`src/rtl/sdr_ctl_pkg.sv`:
```
package sdr_ctl_pkg;

    typedef enum logic [3:0] {
        CMD_MODESET = 4'b0000,
        CMD_REFRESH = 4'b0001,
        CMD_PRECHG  = 4'b0010,
        CMD_ACTIVE  = 4'b0011,
        CMD_WRITE   = 4'b0100,
        CMD_READ    = 4'b0101,
        CMD_BSTOP   = 4'b0110,
        CMD_NOP     = 4'b0111
    } sdr_cmd_e;

    typedef enum logic [2:0] {
        ST_POWERUP,
        ST_INIT_MODE,
        ST_INIT_REF,
        ST_IDLE,
        ST_COLUMN,
        ST_CLOSE
    } seq_state_e;

    function automatic int ceil_cycles(input int ps, input int clk_ps);
        int c;
        c = (ps + clk_ps - 1) / clk_ps;
        return (c < 1) ? 1 : c;
    endfunction

    function automatic int max_int(input int a, input int b);
        return (a > b) ? a : b;
    endfunction

endpackage

```
`src/rtl/sdr_cmd_pins.sv`:
```
module sdr_cmd_pins
    import sdr_ctl_pkg::*;
(
    input  sdr_cmd_e cmd,
    output logic     cs_n,
    output logic     ras_n,
    output logic     cas_n,
    output logic     we_n
);
    always_comb begin
        {cs_n, ras_n, cas_n, we_n} = 4'(cmd);
    end
endmodule

```
`src/rtl/sdr_refresh_timer.sv`:
```
module sdr_refresh_timer #(
    parameter int REFI_CYC = 3900
) (
    input  logic clk,
    input  logic rst_n,
    input  logic enable,
    input  logic served,
    output logic pending
);
    localparam int TW = $clog2(REFI_CYC + 1);

    typedef struct packed {
        logic [TW-1:0] cnt;
        logic          pend;
    } tmr_t;

    tmr_t q, d;

    always_comb begin
        d = q;
        if (served) d.pend = 1'b0;
        if (enable) begin
            if (q.cnt == TW'(REFI_CYC - 1)) begin
                d.cnt  = '0;
                d.pend = 1'b1;
            end else begin
                d.cnt = q.cnt + 1'b1;
            end
        end
    end

    always_ff @(posedge clk or negedge rst_n) begin
        if (!rst_n) q <= '0;
        else        q <= d;
    end

    assign pending = q.pend;
endmodule

```
`src/rtl/sdr_init_refresh_ctl.sv`:
```
module sdr_init_refresh_ctl
    import sdr_ctl_pkg::*;
#(
    parameter int CLK_PS         = 4000,
    parameter int T_INIT_PS      = 200_000_000,
    parameter int T_RP_PS        = 20_000,
    parameter int T_RCD_PS       = 20_000,
    parameter int T_RAS_PS       = 45_000,
    parameter int T_RC_PS        = 67_500,
    parameter int T_REFI_PS      = 15_600_000,
    parameter int TMRD_CYC       = 2,
    parameter int TDPL_CYC       = 2,
    parameter int CAS_LATENCY    = 3,
    parameter int INIT_REFRESHES = 2,
    parameter int BANK_W         = 2,
    parameter int ROW_W          = 12,
    parameter int COL_W          = 9
) (
    input  logic              clk,
    input  logic              rst_n,
    input  logic              req_valid,
    input  logic              req_write,
    input  logic [BANK_W-1:0] req_bank,
    input  logic [ROW_W-1:0]  req_row,
    input  logic [COL_W-1:0]  req_col,
    output logic              req_ready,
    output logic              req_ack,
    output logic              sd_cke,
    output logic              sd_cs_n,
    output logic              sd_ras_n,
    output logic              sd_cas_n,
    output logic              sd_we_n,
    output logic [BANK_W-1:0] sd_ba,
    output logic [ROW_W-1:0]  sd_addr,
    output logic              sd_dqm
);
    localparam int INIT_CYC = ceil_cycles(T_INIT_PS, CLK_PS);
    localparam int TRP_CYC  = ceil_cycles(T_RP_PS, CLK_PS);
    localparam int TRCD_CYC = ceil_cycles(T_RCD_PS, CLK_PS);
    localparam int TRAS_CYC = ceil_cycles(T_RAS_PS, CLK_PS);
    localparam int TRC_CYC  = ceil_cycles(T_RC_PS, CLK_PS);
    localparam int REFI_CYC = max_int(2, T_REFI_PS / CLK_PS);
    localparam int RD_GAP   = max_int(1, TRAS_CYC - TRCD_CYC);
    localparam int WR_GAP   = max_int(TDPL_CYC, TRAS_CYC - TRCD_CYC);
    localparam int MAX_WAIT = max_int(max_int(INIT_CYC, TRC_CYC),
                              max_int(max_int(TRP_CYC, TRCD_CYC),
                              max_int(max_int(RD_GAP, WR_GAP), TMRD_CYC)));
    localparam int CNT_W    = $clog2(MAX_WAIT + 1);
    localparam int RFW      = $clog2(INIT_REFRESHES + 1);
    // CAS latency in A6:A4, sequential wrap (A3=0), burst length one (A2:A0=000)
    localparam logic [ROW_W-1:0] MODE_WORD = ROW_W'(CAS_LATENCY << 4);

    typedef struct packed {
        seq_state_e        st;
        logic [CNT_W-1:0]  cnt;
        logic [RFW-1:0]    refs_left;
        logic [BANK_W-1:0] bank;
        logic [COL_W-1:0]  col;
        logic              wr;
        sdr_cmd_e          cmd;
        logic [BANK_W-1:0] ba;
        logic [ROW_W-1:0]  addr;
        logic              dqm;
        logic              ack;
        logic              init_done;
    } seq_t;

    seq_t q, d;
    logic ref_pending;
    logic ref_served;

    sdr_refresh_timer #(.REFI_CYC(REFI_CYC)) u_refi (
        .clk     (clk),
        .rst_n   (rst_n),
        .enable  (q.init_done),
        .served  (ref_served),
        .pending (ref_pending)
    );

    always_comb begin
        d          = q;
        d.cmd      = CMD_NOP;
        d.ba       = '0;
        d.addr     = '0;
        d.ack      = 1'b0;
        ref_served = 1'b0;
        if (q.cnt != '0) begin
            d.cnt = q.cnt - 1'b1;
        end else begin
            case (q.st)
                ST_POWERUP: begin
                    d.cmd      = CMD_PRECHG;
                    d.addr[10] = 1'b1;
                    d.st       = ST_INIT_MODE;
                    d.cnt      = CNT_W'(TRP_CYC - 1);
                end
                ST_INIT_MODE: begin
                    d.cmd       = CMD_MODESET;
                    d.addr      = MODE_WORD;
                    d.st        = ST_INIT_REF;
                    d.cnt       = CNT_W'(TMRD_CYC - 1);
                    d.refs_left = RFW'(INIT_REFRESHES);
                end
                ST_INIT_REF: begin
                    d.cmd       = CMD_REFRESH;
                    d.cnt       = CNT_W'(TRC_CYC - 1);
                    d.refs_left = q.refs_left - 1'b1;
                    if (q.refs_left == RFW'(1)) begin
                        d.st        = ST_IDLE;
                        d.init_done = 1'b1;
                        d.dqm       = 1'b0;
                    end
                end
                ST_IDLE: begin
                    if (ref_pending) begin
                        d.cmd      = CMD_REFRESH;
                        d.cnt      = CNT_W'(TRC_CYC - 1);
                        ref_served = 1'b1;
                    end else if (req_valid) begin
                        d.cmd  = CMD_ACTIVE;
                        d.ba   = req_bank;
                        d.addr = req_row;
                        d.bank = req_bank;
                        d.col  = req_col;
                        d.wr   = req_write;
                        d.st   = ST_COLUMN;
                        d.cnt  = CNT_W'(TRCD_CYC - 1);
                    end
                end
                ST_COLUMN: begin
                    d.cmd              = q.wr ? CMD_WRITE : CMD_READ;
                    d.ba               = q.bank;
                    d.addr[COL_W-1:0]  = q.col;
                    d.ack              = 1'b1;
                    d.st               = ST_CLOSE;
                    d.cnt              = q.wr ? CNT_W'(WR_GAP - 1) : CNT_W'(RD_GAP - 1);
                end
                ST_CLOSE: begin
                    d.cmd = CMD_PRECHG;
                    d.ba  = q.bank;
                    d.st  = ST_IDLE;
                    d.cnt = CNT_W'(TRP_CYC - 1);
                end
                default: d.st = ST_POWERUP;
            endcase
        end
    end

    always_ff @(posedge clk or negedge rst_n) begin
        if (!rst_n) begin
            q           <= '0;
            q.st        <= ST_POWERUP;
            q.cnt       <= CNT_W'(INIT_CYC - 1);
            q.cmd       <= CMD_NOP;
            q.dqm       <= 1'b1;
        end else begin
            q <= d;
        end
    end

    sdr_cmd_pins u_pins (
        .cmd   (q.cmd),
        .cs_n  (sd_cs_n),
        .ras_n (sd_ras_n),
        .cas_n (sd_cas_n),
        .we_n  (sd_we_n)
    );

    assign req_ready = (q.st == ST_IDLE) && (q.cnt == '0) && !ref_pending;
    assign req_ack   = q.ack;
    assign sd_cke    = 1'b1;
    assign sd_ba     = q.ba;
    assign sd_addr   = q.addr;
    assign sd_dqm    = q.dqm;
endmodule

```
`config.mk`:
```
export PLATFORM = sky130hd
export DESIGN_NAME = sdr_init_refresh_ctl
export DESIGN_NICKNAME = d
export VERILOG_FILES = /design/src/rtl/sdr_ctl_pkg.sv /design/src/rtl/sdr_cmd_pins.sv /design/src/rtl/sdr_refresh_timer.sv /design/src/rtl/sdr_init_refresh_ctl.sv
export SDC_FILE = /design/constraint.sdc
export NUM_CORES = 1
export LEC_CHECK = 0
export ABC_CLOCK_PERIOD_IN_PS = 3000
export BUFFER_PORTS_ARGS = -buffer_cell sky130_fd_sc_hd__buf_2
export CORE_MARGIN = 2
export CORE_UTILIZATION = 45
export CTS_CLUSTER_SIZE = 24
export DETAILED_ROUTE_END_ITERATION = 6
export GPL_TIMING_DRIVEN = 0
export PLACE_DENSITY = 0.66
export SYNTH_ARGS = -nofsm -noshare
export SYNTH_HDL_FRONTEND = slang
export SYNTH_SLANG_ARGS = --single-unit
```
`constraint.sdc`:
```
create_clock -name clk -period 3 [get_ports clk]
set_input_delay 0.6 -clock clk [delete_from_list [all_inputs] [get_ports clk]]
set_output_delay 0.6 -clock clk [all_outputs]
set_load 0.01 [all_outputs]
```
Word-level counts from Yosys, hierarchy flattened
Index checks and enable logic that the tools add are counted.

operators by class
  divide/modulo/power cells = 0
  bitwise logic cells = 2
  shift-type cells = 0
  order comparisons = 0
  equal/unequal tests = 11
  multiply operators = 0
  reduce and logical (&&, ||, !) cells = 15
  multiplexer cells = 31
  $add $sub $neg = 3

operators with widths
  operator                                                               number
  16-bit one-hot mux with 5 select lines                                 1
  16-bit 2-to-1 mux                                                      2
  30-bit 2-to-1 mux                                                      1
  9-bit one-hot mux with 3 select lines                                  1
  21-bit 2-to-1 mux                                                      1
  4-bit one-hot mux with 5 select lines                                  1
  19-bit 2-to-1 mux                                                      1
  3-bit one-hot mux with 6 select lines                                  1
  16-bit logical NOT                                                     1
  16-bit nonzero test                                                    1
  16-bit by 1-bit subtractor with 16-bit output, second input constant   1
  1-bit 2-to-1 mux                                                       14
  14-bit 2-to-1 mux                                                      1
  12-bit by 1-bit adder with 12-bit output, second input constant        1
  12-bit equality test, second input constant                            1
  12-bit 2-to-1 mux                                                      1
  2-bit one-hot mux with 2 select lines                                  2
  4-bit AND reduction                                                    2
  3-bit by 2-bit equality test with 1-bit output, second input constant  2
  3-bit equality test, second input constant                             2
  3-bit 2-to-1 mux                                                       2
  2-bit inequality test, second input constant                           3
  6-bit nonzero test                                                     1
  4-bit 2-to-1 mux                                                       1
  13 further kinds                                                       17

word-level totals
  bits in writable memories = 0
  ROM bits = 0
  latch bits = 0
  bits in registers = 67
  word-level logic and storage cells = 76
  bits of input ports = 27
  memories kept = 0
  output and inout bits = 22

Longest topological paths before layout
Gate-level depths: netlist of the first run.

  depth after elaboration = 6
  gate-level depth with buffers = 8
  depth with buffers taken out = 6

By module
From an unflattened synthesis of the first run, not the netlist that was laid out.

unflattened totals
  cell total of the unflattened synthesis = 298
  area, all modules = 3271.9 um2

modules (own cells, without submodules)
  module                sequential area each (um2)  times used  area an instance (um2)  cells an instance
  sdr_init_refresh_ctl  1342.5                      1           2593.7                  231
  sdr_refresh_timer     325.3                       1           648.1                   63
  sdr_cmd_pins          0.0                         1           30.0                    4

Worst setup path after synthesis of the first run
Ideal clock, no wire load.

  path kind = flip-flop to output port
  start = register q[35] (netlist name)
  end = output req_ready
  cell stages (with the launch flop) = 8
  buffers on the path = 1
  arrival = 1.887 ns
  setup slack = 0.513 ns
  data required time = 2.400 ns
  cell sequence = dfstp_2 -> inv_1 -> ha_1 -> or4b_4 -> nor4_4 -> buf_2 -> nand3_1 -> nor2_1

between the ends
  cells in the longest elaborated chain, start to end = 3

RTL lines
  what                             line                         text
  start: declaration               sdr_init_refresh_ctl.sv:68   seq_t q, d;
  16-bit logical NOT               sdr_init_refresh_ctl.sv:169  assign req_ready = (q.st == ST_IDLE) && (q.cnt == '0) && !ref_pending;
  1-bit logical AND (2 in series)  sdr_init_refresh_ctl.sv:169
  end: declaration                 sdr_init_refresh_ctl.sv:26   output logic req_ready,

No other way between the ends.

Final worst setup path of the first run
  start = register q[39] (netlist name)
  end = output req_ready

The elaborated chain is that of the path after synthesis.

==> key figures, run 1 <==
Power
  • Peak supply drop: 0.275 mV
  • Pleak: 0.00176 µW
  • Pwr per Cell Area: 497 nW/µm²

Timing
  • Final period util: 0.956
  • RSZ-0062 raised after global routing: no
  • Max Transition Viols Final: 0
  • Final Skew: 0.00994 ns
  • FMAX: 0.349 GHz
  • Final Setup Violations: 0
  • Worst Tran Pin Value: 0.935 ns
  • Final hold violation count: 0
  • Post-route minimum period: 2.87 ns
  • Setup ws final: 0.133 ns
  • Fin Setup TNS: 0 ns
  • Slew headroom: 0.371

Hold path
  • Hold Crit Class: in -> async

Floorplanning
  • IO Count: 49
  • Die Width: 88.3 µm
  • Initial core utilization: 0.468
  • Core Region: 6830 µm²
  • FP Rows: 30
  • Die footprint: 7790 µm²
  • Chip height: 88.3 µm

Yosys
  • Sequential area share after synthesis: 0.522
  • Syn Inst Count: 293
  • Distinct cells, synth: 58
  • Mapped cell area: 3200 µm²
  • Yosys warns: 0
  • Synth top area cells: dfrtp_1 (41%), dfstp_2 (11%), mux2_2 (4.6%)
  • Synth Net Count: 324
  • Top_reg_cell synth: dfrtp_1
  • Fraction of registers with async set/reset: 1.00
  • Post-synth EDFFs: 0
  • Synth top area share: 0.415
  • Seq cells post-synth: 66
  • Syn_area_per_cell: 10.9 µm²
  • Biggest area consumer among synthesized cells: dfrtp_1

Route
  • DR DRC count: 0
  • Final ANT Viol Nets: 0
  • Via density: 5.20
  • Total wire length: 6410 µm
  • DR vias: 2,367
  • First-pass iteration count of the detailed router: 4
  • 1st-iter DRT viols: 117
  • Avg WL per Cell: 14.1 µm

CTS
  • H-tree depth: 3
  • Max Buffers Root-to-Sink: 2
  • TritonCTS clock tree: built
  • Worst skew pair latency: 0.34 ns
  • Root Buffer: clkbuf_8
  • CTS sink cnt: 66
  • Clock-pin slew on the worst setup and hold paths: 0.07 ns
  • CTS buffer count: 9

GRT
  • Layer with the highest usage: met2
  • GR Util met3: 0.0485
  • GRT overflow: 0
  • Initial antenna violation count: 0
  • Tot GR Track Use: 0.186
  • Largest net degree at the start of global routing: 67
  • First-pass GRT wire length: 11,100 µm
  • Grt met2 use: 0.282
  • Vias in the first global route: 2,386
  • Met1 GRT Util: 0.253

Worst setup path
  • Crit end category: output port
  • Worst path slowest cell: or4_1
  • Crit path buffers/inverters: 2
  • Crit-path leading delay family: simple AND/OR/NAND/NOR gates
  • CP cell instances: or4_1 -> nor4_4 -> buf_6 -> nand3_1 -> nor2_2 -> buf_2
  • Worst-path fanout max: 7
  • CP required: 2.40 ns
  • Kind of critical path: reg -> out
  • CP max stage delay: 0.59 ns
  • Critical Path AT: 2.27 ns
  • CP startpoint kind: flip-flop

Place
  • Post-DP Area: 3550 µm²
  • Post-Place Cells: 435
  • Pre-CTS setup slack: 0.118 ns
  • Port bufs: 46
  • Final GP Congestion: 0.786
  • Post-DP HPWL: 4480 µm

Finish
  • Fin nets: 385
  • Design area: 3790 µm²
  • Area grow syn2layout: 18.6%
  • Share of cells above drive strength 1: 0.343
  • Non-Filler Instances: 455
  • Diodes inserted: 0
  • Fin util: 0.555

Status
  • Outcome: complete, no violations

Flow run
  • Maxcap violations: 0
sequential cells by signal, indices dropped and copies added, names as in the netlist:
| name | cells |
|---|---|
| u_refi.q | 12 |
| sd_addr | 12 |
| u_refi.pending | 1 |
| q | 37 |
| req_ack | 1 |
| sd_dqm | 1 |
| sd_ba | 2 |
path summary, 6_finish.rpt:
kind / start / cells past startpoint / slack (ns) / endpoint
max in group asynchronous: rst_n / 1 / 2.12 / u_refi.q[1]$_DFFE_PN0P_
min in group clk: req_col[3] / 2 / 0.49 / q[25]$_DFFE_PN0P_
hold / removal: rst_n / 1 / 0.36 / q[46]$_DFFE_PN0P_
hold reg to reg: sd_dqm$_DFFE_PN1P_ / 1 / 0.49 / sd_dqm$_DFFE_PN1P_
setup / recovery: q[39]$_DFFE_PN0P_ / 6 / 0.13 / req_ready
setup reg to reg: q[39]$_DFFE_PN0P_ / 6 / 0.61 / q[31]$_DFFE_PN0P_
cell type report:
| class | instances | area [µm²] |
|---|---|---|
| Inverter | 6 | 22.5 |
| Tap cell | 96 | 120 |
| Timing Repair Buffer | 50 | 263 |
| Buffer | 29 | 199 |
| Clock buffer | 10 | 138 |
| Sequential cell | 66 | 1670 |
| Clock inverter | 6 | 65.1 |
| Fill cell | 625 | 3040 |
| Multi-Input combinational cell | 192 | 1320 |
per-stage QoR:
stage	hold WS (ns)	total power, µW
5_1_grt	0.444	1970
6_report	0.361	1880
4_1_cts	0.392	1910
3_5_place_dp	0.483	1150
3_3_place_gp	0.478	1140
2_1_floorplan	0.304	1080
placed cells by master, fill, tap and decap left out, types with 9 or more instances in the layout:
cell,instances
buf_2,45
buf_4,21
clkbuf_8,10
dfrtp_1,53
dfstp_2,13
mux2_2,13
nor2_1,29
nor3_1,13
o21ai_0,9
cell families after synthesis:
logic type,share of synthesized area
AOI/OAI and AO/OA,0.105
xor gates and xnor gates,0.0438
adders and majority gates,0.0157
buffers and inverters,0.0673
DFF,0.522
muxes,0.0524
other,0.00235
and+or+nand+nor,0.192
Yosys cell counts, types with 3 or more instances:
cell	n
nand2_1	8
a32oi_1	3
o21ai_0	9
mux2_2	13
a22oi_1	7
clkbuf_1	8
dfstp_2	13
a21o_1	4
dfrtp_1	53
buf_4	16
ha_1	4
or3_1	5
nor4_1	7
and2_1	4
nand3_1	7
a2bb2oi_1	3
inv_1	6
a21oi_1	8
nor3_1	13
xor2_1	8
nand2b_1	8
buf_6	3
nor2_1	30
nor2b_1	5
xnor2_1	8
layer usage:
| metal | wire (µm) | part of all wire |
|---|---|---|
| met5 | 0 | 0 |
| met4 | 123 | 0.019 |
| met3 | 329 | 0.051 |
| met2 | 2960 | 0.46 |
| met1 | 2990 | 0.47 |
power breakdown:
group | switching (µW) | internal [µW]
clock network | 346 | 408
registers | 31.1 | 930
logic | 94.8 | 73.0
repair_timing:
item / in CTS / in global routing
buffers inserted: 1 / 3
gates resized for setup: 2 / 1
pin swaps: 1 / 2
hold buffers: 0 / 0
setup endpoints to repair: 1 / 1
No activity file was read; power rests on OpenSTA's default activity.
==> run 2: changes to the inputs <==
--- a/config.mk
+++ b/config.mk
@@ -5,6 +5,7 @@
 export SDC_FILE = /design/constraint.sdc
 export NUM_CORES = 1
 export LEC_CHECK = 0
+export ABC_AREA = 1
 export ABC_CLOCK_PERIOD_IN_PS = 3000
 export BUFFER_PORTS_ARGS = -buffer_cell sky130_fd_sc_hd__buf_2
 export CORE_MARGIN = 2
@@ -12,7 +13,7 @@
 export CTS_CLUSTER_SIZE = 24
 export DETAILED_ROUTE_END_ITERATION = 6
 export GPL_TIMING_DRIVEN = 0
-export PLACE_DENSITY = 0.66
+export PLACE_DENSITY = 0.65
 export SYNTH_ARGS = -nofsm -noshare
 export SYNTH_HDL_FRONTEND = slang
 export SYNTH_SLANG_ARGS = --single-unit
==> run 2 against run 1 <==
Effect of this change:
- clock power rose by 1%
- hold slack got worse by 0.023 ns
- highest routed layer unchanged
- sequential share of layout area fell by 2.1 points
- first-iteration DRC count shrank 7.7%
- cell area rose by 5.0%
- clock skew up 0.0011 ns
==> key figures, run 2 <==
Yosys
  • Fraction of registers with async set/reset: 1.00
  • Biggest area consumer among synthesized cells: dfrtp_1
  • Mapped cell area: 3430 µm²
  • Yosys warns: 0
  • Top_reg_cell synth: dfrtp_1
  • Top-count cell post-synth: nand2_1
  • Sequential area share after synthesis: 0.487
  • Synth top cells by count: nand2_1 (116), dfrtp_1 (53), nor2_1 (47)
  • Seq cells post-synth: 66
  • Synth Net Count: 452
  • Distinct cells, synth: 33
  • Post-synth EDFFs: 0
  • Syn_area_per_cell: 8.14 µm²
  • Synth top area share: 0.387
  • Synth top area cells: dfrtp_1 (39%), nand2_1 (13%), dfstp_2 (10%)
  • Syn Inst Count: 421

CTS
  • TritonCTS clock tree: built
  • Worst skew pair latency: 0.35 ns
  • Clock-pin slew on the worst setup and hold paths: 0.08 ns
  • # hold bufs at CTS: 0
  • CTS sink cnt: 66
  • H-tree depth: 3
  • CTS resizes: 0
  • CTS buffer count: 9
  • Max Buffers Root-to-Sink: 2
  • Postcts setup bufs: 0
  • Root Buffer: clkbuf_8

Power
  • Combinational power share: 0.113
  • Pwr per Cell Area: 489 nW/µm²
  • Pleak: 0.00207 µW
  • Int Power: 1400 µW
  • Sw Ratio: 0.279
  • Net Sw Power: 542 µW
  • Flop pwr share: 0.496
  • Peak supply drop: 0.298 mV
  • Clock power frac: 0.392
  • Final total power: 1950 µW

Route
  • Avg WL per Cell: 11.7 µm
  • Via density: 4.78
  • Total wire length: 6810 µm
  • 1st-iter DRT viols: 108
  • DR vias: 2,783
  • Final ANT Viol Nets: 0
  • First-pass iteration count of the detailed router: 6
  • DR DRC count: 0

GRT
  • First-pass GRT wire length: 12,100 µm
  • Tot GR Track Use: 0.183
  • Largest net degree at the start of global routing: 67
  • GRT overflow: 0
  • Vias in the first global route: 2,744
  • Initial antenna violation count: 0

Worst setup path
  • CP required: 2.40 ns
  • CP startpoint kind: flip-flop
  • Kind of critical path: reg -> out
  • Worst-path fanout max: 10
  • Critical Path AT: 1.92 ns
  • Crit end category: output port

Timing
  • Final period util: 0.839
  • Worst Tran Pin Value: 0.801 ns
  • RSZ-0062 raised after global routing: no
  • Max Transition Viols Final: 0
  • Final Skew: 0.0110 ns
  • Final hold violation count: 0
  • Slew headroom: 0.466
  • Fin Setup TNS: 0 ns
  • FMAX: 0.397 GHz
  • Final Setup Violations: 0
  • Post-route minimum period: 2.52 ns

Place
  • Post-Place Cells: 566
  • Post-DP HPWL: 5040 µm
  • Final GP Congestion: 0.820
  • Post-DP Area: 3780 µm²
  • Port bufs: 46

Floorplanning
  • Core Region: 7330 µm²
  • Initial core utilization: 0.467
  • Chip height: 91.3 µm
  • IO Count: 49
  • FP Rows: 31
  • Die footprint: 8330 µm²
  • Die Width: 91.3 µm

Finish
  • Largest register FFs: 37
  • Fin util: 0.543
  • Register name with the most flops: q
  • Most common library cell in the layout ignoring fill and taps: nand2_1
  • Non-Filler Instances: 582
  • Area grow syn2layout: 16.3%
  • Share of cells above drive strength 1: 0.259
  • Design area: 3980 µm²
  • Fin nets: 509
  • Diodes inserted: 0
  • Most frequent cells in the layout: nand2_1 (116), dfrtp_1 (53), buf_2 (48)

Flow run
  • Maxcap violations: 0

Hold path
  • Hold Crit Class: in -> async

Status
  • Outcome: complete, no violations
==> run 2: cell count changes in the layout (fill, tap and decap cells not counted), sizes merged, moves of 8 or more <==
| cell | previous run | this run |
|---|---|---|
| mux2 | 14 | 0 |
| nand2b | 8 | 0 |
| clkbuf | 18 | 9 |
| inv | 7 | 44 |
| nand2 | 8 | 129 |
| nand3 | 7 | 29 |
| nor4 | 8 | 0 |
| a21oi | 8 | 18 |
| nor2 | 30 | 57 |
==> run 2: path summary, 6_finish.rpt <==
path,slack (ns),cells after the start,end,start
worst max-delay path,0.48,8,req_ready,q[35]$_DFFE_PN1P_
worst min-delay path,0.34,1,q[40]$_DFFE_PN0P_,rst_n
worst max register to register,1.24,10,q[28]$_DFFE_PN0P_,q[35]$_DFFE_PN1P_
worst min register to register,0.49,2,q[23]$_DFFE_PN0P_,q[23]$_DFFE_PN0P_
max in group asynchronous,2.14,1,u_refi.q[7]$_DFFE_PN0P_,rst_n
min in group clk,0.44,3,q[25]$_DFFE_PN0P_,req_col[3]
==> run 2: cell type report <==
type	instances	area (µm²)
multi-input cells	289	1420
repair buffers	46	233
clock inverters	7	76.3
inverters	44	171
fillers	698	3350
plain buffers	22	165
flip-flops and latches	66	1670
clock buffers	9	124
well taps	99	124
==> run 2: logic make-up after synthesis <==
family	after synthesis	synth area share
DFF	66	0.487
and+or+nand+nor	233	0.308
xor gates and xnor gates	12	0.0307
AOI/OAI and AO/OA	38	0.0599
adders and majority gates	4	0.0146
other	2	0.00219
buffers and inverters	66	0.0982
==> run 2: per-stage QoR <==
step           worst slack (ns)  hold slack, ns
2_1_floorplan              1.10           0.304
3_3_place_gp              0.858           0.461
3_5_place_dp              0.861           0.465
4_1_cts                   0.455           0.363
5_1_grt                   0.358           0.406
6_report                  0.484           0.338
==> run 2: routing by layer <==
layer  part of all wire  global-route usage
met1               0.46               0.235
met2               0.46               0.291
met3              0.059              0.0498
met4              0.018              0.0770
met5                  0                   0
==> run 2: critical path: stages (launching register included) <==
cell,delay (ns)
dfstp_2,0.54
inv_1,0.07
ha_1,0.22
nand3_1,0.13
nor2_4,0.07
nand2_4,0.10
buf_2,0.23
nor2_1,0.05
buf_2,0.13
==> run 2: power by group through the flow <==
stage / clock (µW) / sequential (µW) / combinational (µW)
floorplan: 0 / 977 / 152
detailed placement: 0 / 981 / 221
CTS: 783 / 965 / 222
finish: 763 / 965 / 219
global route: 824 / 971 / 255
global placement: 0 / 981 / 216
==> run 3: changes to the inputs <==
--- a/config.mk
+++ b/config.mk
@@ -6,7 +6,7 @@
 export NUM_CORES = 1
 export LEC_CHECK = 0
 export ABC_AREA = 1
-export ABC_CLOCK_PERIOD_IN_PS = 3000
+export ABC_CLOCK_PERIOD_IN_PS = 2400
 export BUFFER_PORTS_ARGS = -buffer_cell sky130_fd_sc_hd__buf_2
 export CORE_MARGIN = 2
 export CORE_UTILIZATION = 45
==> constraint.sdc (replaced) <==
create_clock -name clk -period 2.4 [get_ports clk]
set_input_delay 0.48 -clock clk [delete_from_list [all_inputs] [get_ports clk]]
set_output_delay 0.48 -clock clk [all_outputs]
set_load 0.01 [all_outputs]
==> run 3 against run 2 <==
Effect of this change:
- via count shrank 1.3%
- sequential cell count is the same
- global-route usage shrank 0.089 points
- utilization shrank 0.068 points
- cell count shrank 0.17%
- clock power grew 25%
- die area is the same
- count of clock-buffer cells in the layout is the same
- cell area shrank 0.13%
- critical path depth shrank 1
- first-iteration DRC count shrank 0.93%
- largest cell class unchanged
- largest power group unchanged
==> key figures, run 3 (same netlist as run 2, synthesis figures left out) <==
Status
  • Outcome: complete, no violations

Timing
  • RSZ-0062 raised after global routing: no
  • FMAX: 0.450 GHz
  • Final period util: 0.925
  • Worst hold margin: 0.216 ns
  • Final Skew: 0.0108 ns
  • Fin Setup TNS: 0 ns
  • Slew headroom: 0.469
  • Setup ws final: 0.179 ns
  • Worst Tran Pin Value: 0.797 ns
  • Final hold violation count: 0
  • Final Setup Violations: 0
  • Max Transition Viols Final: 0
  • Post-route minimum period: 2.22 ns

Route
  • Avg WL per Cell: 11.7 µm
  • DR DRC count: 0
  • 1st-iter DRT viols: 107
  • Total wire length: 6810 µm
  • Via density: 4.73
  • DR vias: 2,748
  • Final ANT Viol Nets: 0
  • First-pass iteration count of the detailed router: 5

CTS
  • Max Buffers Root-to-Sink: 2
  • H-tree depth: 3
  • CTS sink cnt: 66
  • Root Buffer: clkbuf_8
  • Worst skew pair latency: 0.35 ns
  • CTS buffer count: 9
  • # hold bufs at CTS: 0
  • TritonCTS clock tree: built
  • CTS resizes: 0
  • Postcts setup bufs: 0
  • Clock-pin slew on the worst setup and hold paths: 0.08 ns

Power
  • Clock power frac: 0.392
  • Pwr per Cell Area: 612 nW/µm²
  • Combinational power share: 0.112
  • Peak supply drop: 0.372 mV
  • Pleak: 0.00207 µW
  • Net Sw Power: 678 µW
  • Int Power: 1760 µW
  • Flop pwr share: 0.496
  • Final total power: 2430 µW
  • Sw Ratio: 0.279

Place
  • Pre-CTS setup slack: 0.381 ns
  • Final GP Congestion: 0.820
  • Port bufs: 46
  • Post-Place Cells: 566
  • Post-DP HPWL: 5040 µm

Finish
  • Most frequent cells in the layout: nand2_1 (116), dfrtp_1 (53), nor2_1 (47), buf_2 (47), inv_1 (41)
  • Register name with the most flops: q
  • Share of cells above drive strength 1: 0.257
  • Area grow syn2layout: 16.1%
  • Fin nets: 508
  • Non-Filler Instances: 581
  • Largest register FFs: 37
  • Number of fill cells in the layout: 699
  • Area of the multi-input gates: 1420 µm²
  • Diodes inserted: 0
  • Most common library cell in the layout ignoring fill and taps: nand2_1
  • Seq. cell area: 1670 µm²

GRT
  • Tot GR Track Use: 0.182
  • Initial antenna violation count: 0
  • Largest net degree at the start of global routing: 67
  • Vias in the first global route: 2,737
  • First-pass GRT wire length: 12,100 µm
  • GRT overflow: 0

Worst setup path
  • CP cell instances: inv_1 -> ha_1 -> nand3_1 -> nor2_4 -> nand2_4 -> nor2_1 -> buf_2
  • R2R depth: 10
  • Crit path buffers/inverters: 2
  • Crit end category: output port
  • Kind of critical path: reg -> out
  • R2r setup slk: 0.54 ns
  • Crit-path leading delay family: flip-flops
  • Critical Path AT: 1.74 ns
  • Worst path slowest cell: dfstp_2
  • CP startpoint kind: flip-flop
  • Worst-path fanout max: 14
  • CP required: 1.92 ns
  • CP max stage delay: 0.54 ns
  • Cell count along the critical path: 7

Floorplanning
  • Chip height: 91.3 µm
  • Die footprint: 8330 µm²
  • FP Rows: 31
  • Die Width: 91.3 µm
  • Core Region: 7330 µm²
  • IO Count: 49
  • Initial core utilization: 0.467

Flow run
  • Maxcap violations: 0

Hold path
  • Hold Crit Class: in -> async
==> run 3: cell types whose count changed in the layout (fill, tap and decap cells not counted) <==
cell   change
buf_2      -1
==> run 3: final cells by class <==
class                   instances  area share
well taps                      99      0.0311
flip-flops and latches         66       0.419
clock buffers                   9      0.0311
repair buffers                 46      0.0585
inverters                      44      0.0431
multi-input cells             289       0.357
plain buffers                  21      0.0403
clock inverters                 7      0.0192
==> run 3: worst paths after layout <==
check                                       start                       to
min in group clk                       req_col[3]        q[25]$_DFFE_PN0P_
worst min-delay path                        rst_n        q[40]$_DFFE_PN0P_
worst max-delay path            q[35]$_DFFE_PN1P_                req_ready
max in group asynchronous                   rst_n  u_refi.q[7]$_DFFE_PN0P_
worst min register to register  q[23]$_DFFE_PN0P_        q[23]$_DFFE_PN0P_
worst max register to register  q[35]$_DFFE_PN1P_        q[28]$_DFFE_PN0P_
==> run 3: layer usage <==
metal	vias to the layer above	global-route usage	wire [µm]
met5	-	0	0
met4	0	0.0770	121
met3	12	0.0498	344
met2	57	0.291	3150
met1	1262	0.233	3190
li1	1417	-	-
==> run 3: stage by stage <==
| step | instance area (µm²) | util |
|---|---|---|
| 3_3_place_gp | 3780 | 0.516 |
| 2_1_floorplan | 3430 | - |
| 6_report | 3980 | 0.543 |
| 3_5_place_dp | 3780 | 0.516 |
| 5_1_grt | 3980 | 0.543 |
| 4_1_cts | 3980 | 0.543 |
==> run 3: worst register-to-register path: cells and delay by family (launching register included) <==
family                     cells  cell delay, ns
and+or+nand+nor                6            0.65
DFF                            1            0.54
buffers and inverters          3            0.35
adders and majority gates      1            0.22
==> run 3: power by group through the flow <==
stage / clock [µW] / combinational (µW) / sequential (µW)
2_1_floorplan: 0 / 190 / 1220
3_3_place_gp: 0 / 270 / 1230
3_5_place_dp: 0 / 277 / 1230
4_1_cts: 979 / 278 / 1210
5_1_grt: 1030 / 318 / 1210
6_report: 954 / 273 / 1210
